### config.mk
export PLATFORM = sky130hd
export DESIGN_NAME = barrel_issue_sched
export DESIGN_NICKNAME = d
export VERILOG_FILES = /design/src/rtl/barrel_issue_sched.sv
export SDC_FILE = /design/constraint.sdc
export NUM_CORES = 1
export LEC_CHECK = 0
export BUFFER_PORTS_ARGS = -buffer_cell sky130_fd_sc_hd__buf_2
export CAP_MARGIN = 20
export CORE_UTILIZATION = 40
export CTS_BUF_LIST = sky130_fd_sc_hd__clkbuf_16
export CTS_CLUSTER_SIZE = 20
export DETAILED_ROUTE_END_ITERATION = 12
export GPL_TIMING_DRIVEN = 0
export SYNTH_ARGS = -nofsm -noshare
export SYNTH_HDL_FRONTEND = slang
export SYNTH_SLANG_ARGS = --single-unit
### constraint.sdc
create_clock -name clk -period 7.8 [get_ports clk]
set_input_delay 1.56 -clock clk [delete_from_list [all_inputs] [get_ports clk]]
set_output_delay 1.56 -clock clk [all_outputs]
set_load 0.05 [all_outputs]
### src/rtl/barrel_issue_sched.sv
module barrel_issue_sched #(
  parameter int NTHR    = 16,
  parameter int SPACING = 20,
  parameter int DOM_W   = 4,
  parameter int LA_W    = 3,
  parameter int PEND_W  = 3,
  localparam int TID_W  = (NTHR > 1) ? $clog2(NTHR) : 1,
  localparam int CNT_W  = $clog2(SPACING)
) (
  input  logic             clk,
  input  logic             rst_n,
  input  logic             launch_vld,
  input  logic [DOM_W-1:0] launch_dom,
  input  logic             cmp_vld,
  input  logic [TID_W-1:0] cmp_tid,
  input  logic             ins_mem,
  input  logic [LA_W-1:0]  ins_la,
  input  logic [1:0]       ins_op,
  output logic             iss_vld,
  output logic [TID_W-1:0] iss_tid,
  output logic [DOM_W-1:0] iss_dom
);

  localparam logic [1:0] OP_SPAWN = 2'b01;
  localparam logic [1:0] OP_QUIT  = 2'b10;

  logic [NTHR-1:0]   valid_q;
  logic [NTHR-1:0]   elig;
  logic [DOM_W-1:0]  dom_q  [NTHR];
  logic [CNT_W-1:0]  cnt_q  [NTHR];
  logic [PEND_W-1:0] pend_q [NTHR];
  logic [LA_W-1:0]   bud_q  [NTHR];
  logic [TID_W-1:0]  ptr_q;

  logic             sel_found;
  logic [TID_W-1:0] sel_tid;
  logic             f1_ok, f2_ok;
  logic [TID_W-1:0] f1, f2;

  always_comb begin
    int idx;
    sel_found = 1'b0;
    sel_tid   = '0;
    for (int k = 0; k < NTHR; k++) begin
      idx = int'(ptr_q) + k;
      if (idx >= NTHR) idx = idx - NTHR;
      if (!sel_found && elig[idx]) begin
        sel_found = 1'b1;
        sel_tid   = TID_W'(idx);
      end
    end
  end

  always_comb begin
    f1_ok = 1'b0; f1 = '0;
    f2_ok = 1'b0; f2 = '0;
    for (int i = 0; i < NTHR; i++) begin
      if (!valid_q[i]) begin
        if (!f1_ok) begin
          f1_ok = 1'b1; f1 = TID_W'(i);
        end else if (!f2_ok) begin
          f2_ok = 1'b1; f2 = TID_W'(i);
        end
      end
    end
  end

  assign iss_vld = sel_found;
  assign iss_tid = sel_found ? sel_tid : '0;
  assign iss_dom = sel_found ? dom_q[sel_tid] : '0;

  wire              do_spawn   = sel_found && (ins_op == OP_SPAWN) && f1_ok;
  wire              do_quit    = sel_found && (ins_op == OP_QUIT);
  wire              launch_ok  = launch_vld && (do_spawn ? f2_ok : f1_ok);
  wire [TID_W-1:0]  launch_tid = do_spawn ? f2 : f1;

  always_ff @(posedge clk or negedge rst_n) begin
    if (!rst_n) ptr_q <= '0;
    else if (sel_found)
      ptr_q <= (sel_tid == TID_W'(NTHR - 1)) ? '0 : sel_tid + TID_W'(1);
  end

  for (genvar t = 0; t < NTHR; t++) begin : g_ctx
    wire hit     = sel_found && (sel_tid == TID_W'(t));
    wire mk_sp   = do_spawn && (f1 == TID_W'(t));
    wire mk_ln   = launch_ok && (launch_tid == TID_W'(t));
    wire cmp_hit = cmp_vld && (cmp_tid == TID_W'(t)) && valid_q[t] && (pend_q[t] != '0);
    wire mem_hit = hit && ins_mem;
    wire [LA_W-1:0] bud_dec = bud_q[t] - LA_W'(1);

    assign elig[t] = valid_q[t] && (cnt_q[t] == '0) &&
                     ((pend_q[t] == '0) || (bud_q[t] != '0)) &&
                     (pend_q[t] != '1);

    always_ff @(posedge clk or negedge rst_n) begin
      if (!rst_n) begin
        valid_q[t] <= 1'b0;
        dom_q[t]   <= '0;
        cnt_q[t]   <= '0;
        pend_q[t]  <= '0;
        bud_q[t]   <= '0;
      end else if (mk_sp || mk_ln) begin
        valid_q[t] <= 1'b1;
        dom_q[t]   <= mk_sp ? iss_dom : launch_dom;
        cnt_q[t]   <= '0;
        pend_q[t]  <= '0;
        bud_q[t]   <= '0;
      end else if (hit && do_quit) begin
        valid_q[t] <= 1'b0;
        cnt_q[t]   <= '0;
        pend_q[t]  <= '0;
        bud_q[t]   <= '0;
      end else begin
        if (hit) cnt_q[t] <= CNT_W'(SPACING - 1);
        else if (cnt_q[t] != '0) cnt_q[t] <= cnt_q[t] - CNT_W'(1);

        case ({mem_hit, cmp_hit})
          2'b10:   pend_q[t] <= pend_q[t] + PEND_W'(1);
          2'b01:   pend_q[t] <= pend_q[t] - PEND_W'(1);
          default: pend_q[t] <= pend_q[t];
        endcase

        if (hit) begin
          if (ins_mem)
            bud_q[t] <= ((pend_q[t] != '0) && (bud_dec < ins_la)) ? bud_dec : ins_la;
          else if (pend_q[t] != '0)
            bud_q[t] <= bud_dec;
        end
      end
    end
  end

endmodule

==> impl_metrics.csv <==
group,metric,value,unit
logic_synthesis,ys_ff_latch,260,
die,die_w,232,um
drt,wirelength,76.4,mm
cells_and_area,multi_input_area,0.0143,mm2
clock_tree,clk_latency,0.56,ns
logic_synthesis,syn_area,0.0212,mm2
critical_path,cp.required,6.24,ns
clock_tree,cts_htree_levels,2,
grt,antenna_found_initial,2,
timing,max_freq,130,MHz
drt,drc,0,
cells_and_area,filler_cell_count,4947,
clock_tree,cts_tree,"built",
grt,grt_pass1_wl,117,mm
clock_tree,numCtsBuffers,34,
die,ios,27,
timing,skew,0.0239,ns
logic_synthesis,synth_ff_type,"dfrtp_1",
logic_synthesis,ys.warnings.count,0,
grt,grt_use_total,28.2,%
placed_design,numPortBuffers,25,
cells_and_area,diodes,0,
drt,drtAntennaViolNets,0,
drt,detail_route.vias_per_cell,6.13,
cells_and_area,syn_to_final_growth,16.2,%
drt,dr.first_iter.drc_count,2059,
logic_synthesis,netlist.top_cell.by_area,"dfrtp_1",
logic_synthesis,synth_area_leaders,"dfrtp_1 (31%), ha_1 (7.6%), nor2_1 (4.8%)",
timing,slew_violations,0,
logic_synthesis,syn_inst,2491,
run,drv_cap,0,
timing,hold_violations,0,
grt,grt_pass1_vias,19600,
cells_and_area,stdcell_area,0.0246,mm2
logic_synthesis,synth_top_area_share,30.8,%
die,dieArea,0.0538,mm2
critical_path,path_class,"reg2out",
cells_and_area,seqCellArea,0.00651,mm2
die,coreArea,0.0518,mm2
drt,vias,20300,
timing,min_period_over_period,98.7,%
drt,first_pass_iters,6,
clock_tree,cts_root_buffer,"clkbuf_16",
clock_tree,cts_buffer_depth,3,
clock_tree,cts_num_sinks,260,
placed_design,gp_congestion,0.974,
logic_synthesis,synth_most_common_cell,"nor2_1",
drt,routedWlPerCell,23.1,um
timing,rsz0062_at_grt,"true",
die,rows,83,
critical_path,end_kind,"primary output",
critical_path,cp.arrival,6.14,ns
timing,relSlewSlack,19.7,%
worst_hold_path,hold_class,"reg2reg",
die,fp.dieH,232,um
critical_path,startpoint_type,"register",
timing,worst_pin_slew,1.20,ns
die,start_util,40.8,%
clock_tree,cts_hold_buf,0,
timing,min_period,7.70,ns
logic_synthesis,ys_async_sr_fraction,100,%
clock_tree,clk_pin_slew,0.06,ns
critical_path,cp_max_fo,10,
grt,overflow,0,
logic_synthesis,synth_cell_types,104,
grt,grt_start_max_net_pins,111,
logic_synthesis,syn_area_per_cell,8.49,um2
cells_and_area,final_nets,2773,
placed_design,place_area,0.0223,mm2
logic_synthesis,netlist_top_cells_count,"nor2_1 (269), dfrtp_1 (260), nand2_1 (222)",
placed_design,hpwl,56.2,mm
cells_and_area,drive_gt1_share,14.8,%
timing,setup_viol,0,
logic_synthesis,seq_area_frac_synth,30.8,%
logic_synthesis,synth_edf_count,0,
status,status,"finished, final reports clean",
logic_synthesis,synth_fp_nets,2653,
[repair_timing]
action / in CTS / in global routing
resized for setup: 95 / 70
cloned: 0 / 1
setup endpoints to repair: 38 / 4
pin swaps: 7 / 20
setup buffers: 17 / 34
[kinds of logic (layout without fill, tap and decap cells)]
kind of cell,after synthesis,in the layout,synth area share (%)
AND/OR/NAND/NOR,904,904,21.7
AO/OA/AOI/OAI,648,648,19.9
flip-flops,260,260,30.8
buffers and inverters,258,398,4.92
multiplexers,162,162,8.78
adder cells (fa/ha/maj),152,152,9.46
XOR/XNOR,107,107,4.43
[through the flow]
step | util [%] | cells | hold WS (ns) | setup TNS (ns) | setup slack (ns)
floorplan | - | 2491 | 0.450 | 0 | 0.492
global placement | 42.7 | 3196 | 0.462 | -50.24 | -1.41
detailed placement | 43.0 | 3205 | 0.470 | -9.02 | -0.994
CTS | 46.2 | 3276 | 0.484 | -0.0257 | -0.0257
global route | 47.4 | 3311 | 0.485 | -0.146 | -0.115
finish | 47.4 | 3311 | 0.484 | 0 | 0.101
[routing by layer]
layer  vias up  wire [um]  track usage (%)
met5         -          0                0
met4         0       3540             13.1
met3       200       5180             3.63
met2       880      34500             44.5
met1      9937      33200             38.1
li1       9281          -                -
[final cells by class]
class,count,share of cell area [%]
Multi-Input combinational cell,1973,58.3
Sequential cell,260,26.5
Clock buffer,35,3.56
Tap cell,680,3.46
Timing Repair Buffer,86,3.00
Inverter,165,2.56
Buffer,91,1.89
Clock inverter,21,0.779
[registers in the layout, summed over array words and instances, names as in the netlist]
| name | flops |
|---|---|
| bud_q | 48 |
| cnt_q | 80 |
| dom_q | 64 |
| pend_q | 48 |
| ptr_q | 4 |
| valid_q | 16 |
[final timing paths]
check,cells after the start,end,slack (ns),startpoint
max in group asynchronous,3,dom_q[41],5.38,rst_n
min,1,bud_q[29],0.48,bud_q[29]
max reg2reg,25,pend_q[32],0.89,cnt_q[35]
min reg2reg,1,bud_q[29],0.48,bud_q[29]
min in group asynchronous,1,bud_q[29],0.96,rst_n
max,22,iss_dom[3],0.10,cnt_q[75]
[layout by cell type (no fill, tap or decap), drive strengths merged, types with 61 or more instances in the layout]
master / count
o21ai: 148
mux2i: 92
a21oi: 198
nand2: 222
a211oi: 61
nor2: 270
clkbuf: 97
inv: 171
ha: 128
dfrtp: 260
xnor2: 86
buf: 115
nor3: 140
[worst max-delay path, stage by stage, from the launching register on]
cell and delay [ns]:
dfrtp_1 0.40, inv_1 0.09, ha_1 0.19, nor4b_4 0.27, o211a_1 0.30, and3_1 0.40
a21oi_1 0.13, mux4_2 0.52, mux2_2 0.36, nand4_1 0.19, clkbuf_4 0.24, nor4_1 0.07
or4b_1 0.51, o21ai_1 0.15, o21a_2 0.19, inv_2 0.13, o2111ai_1 0.11, o211ai_1 0.11
or4b_1 0.55, buf_2 0.20, buf_6 0.19, inv_2 0.05, clkbuf_4 0.21
Power is left out: the tool's default activity adds up to more than one toggle a clock period on the data nets, which glitch-free logic cannot reach.
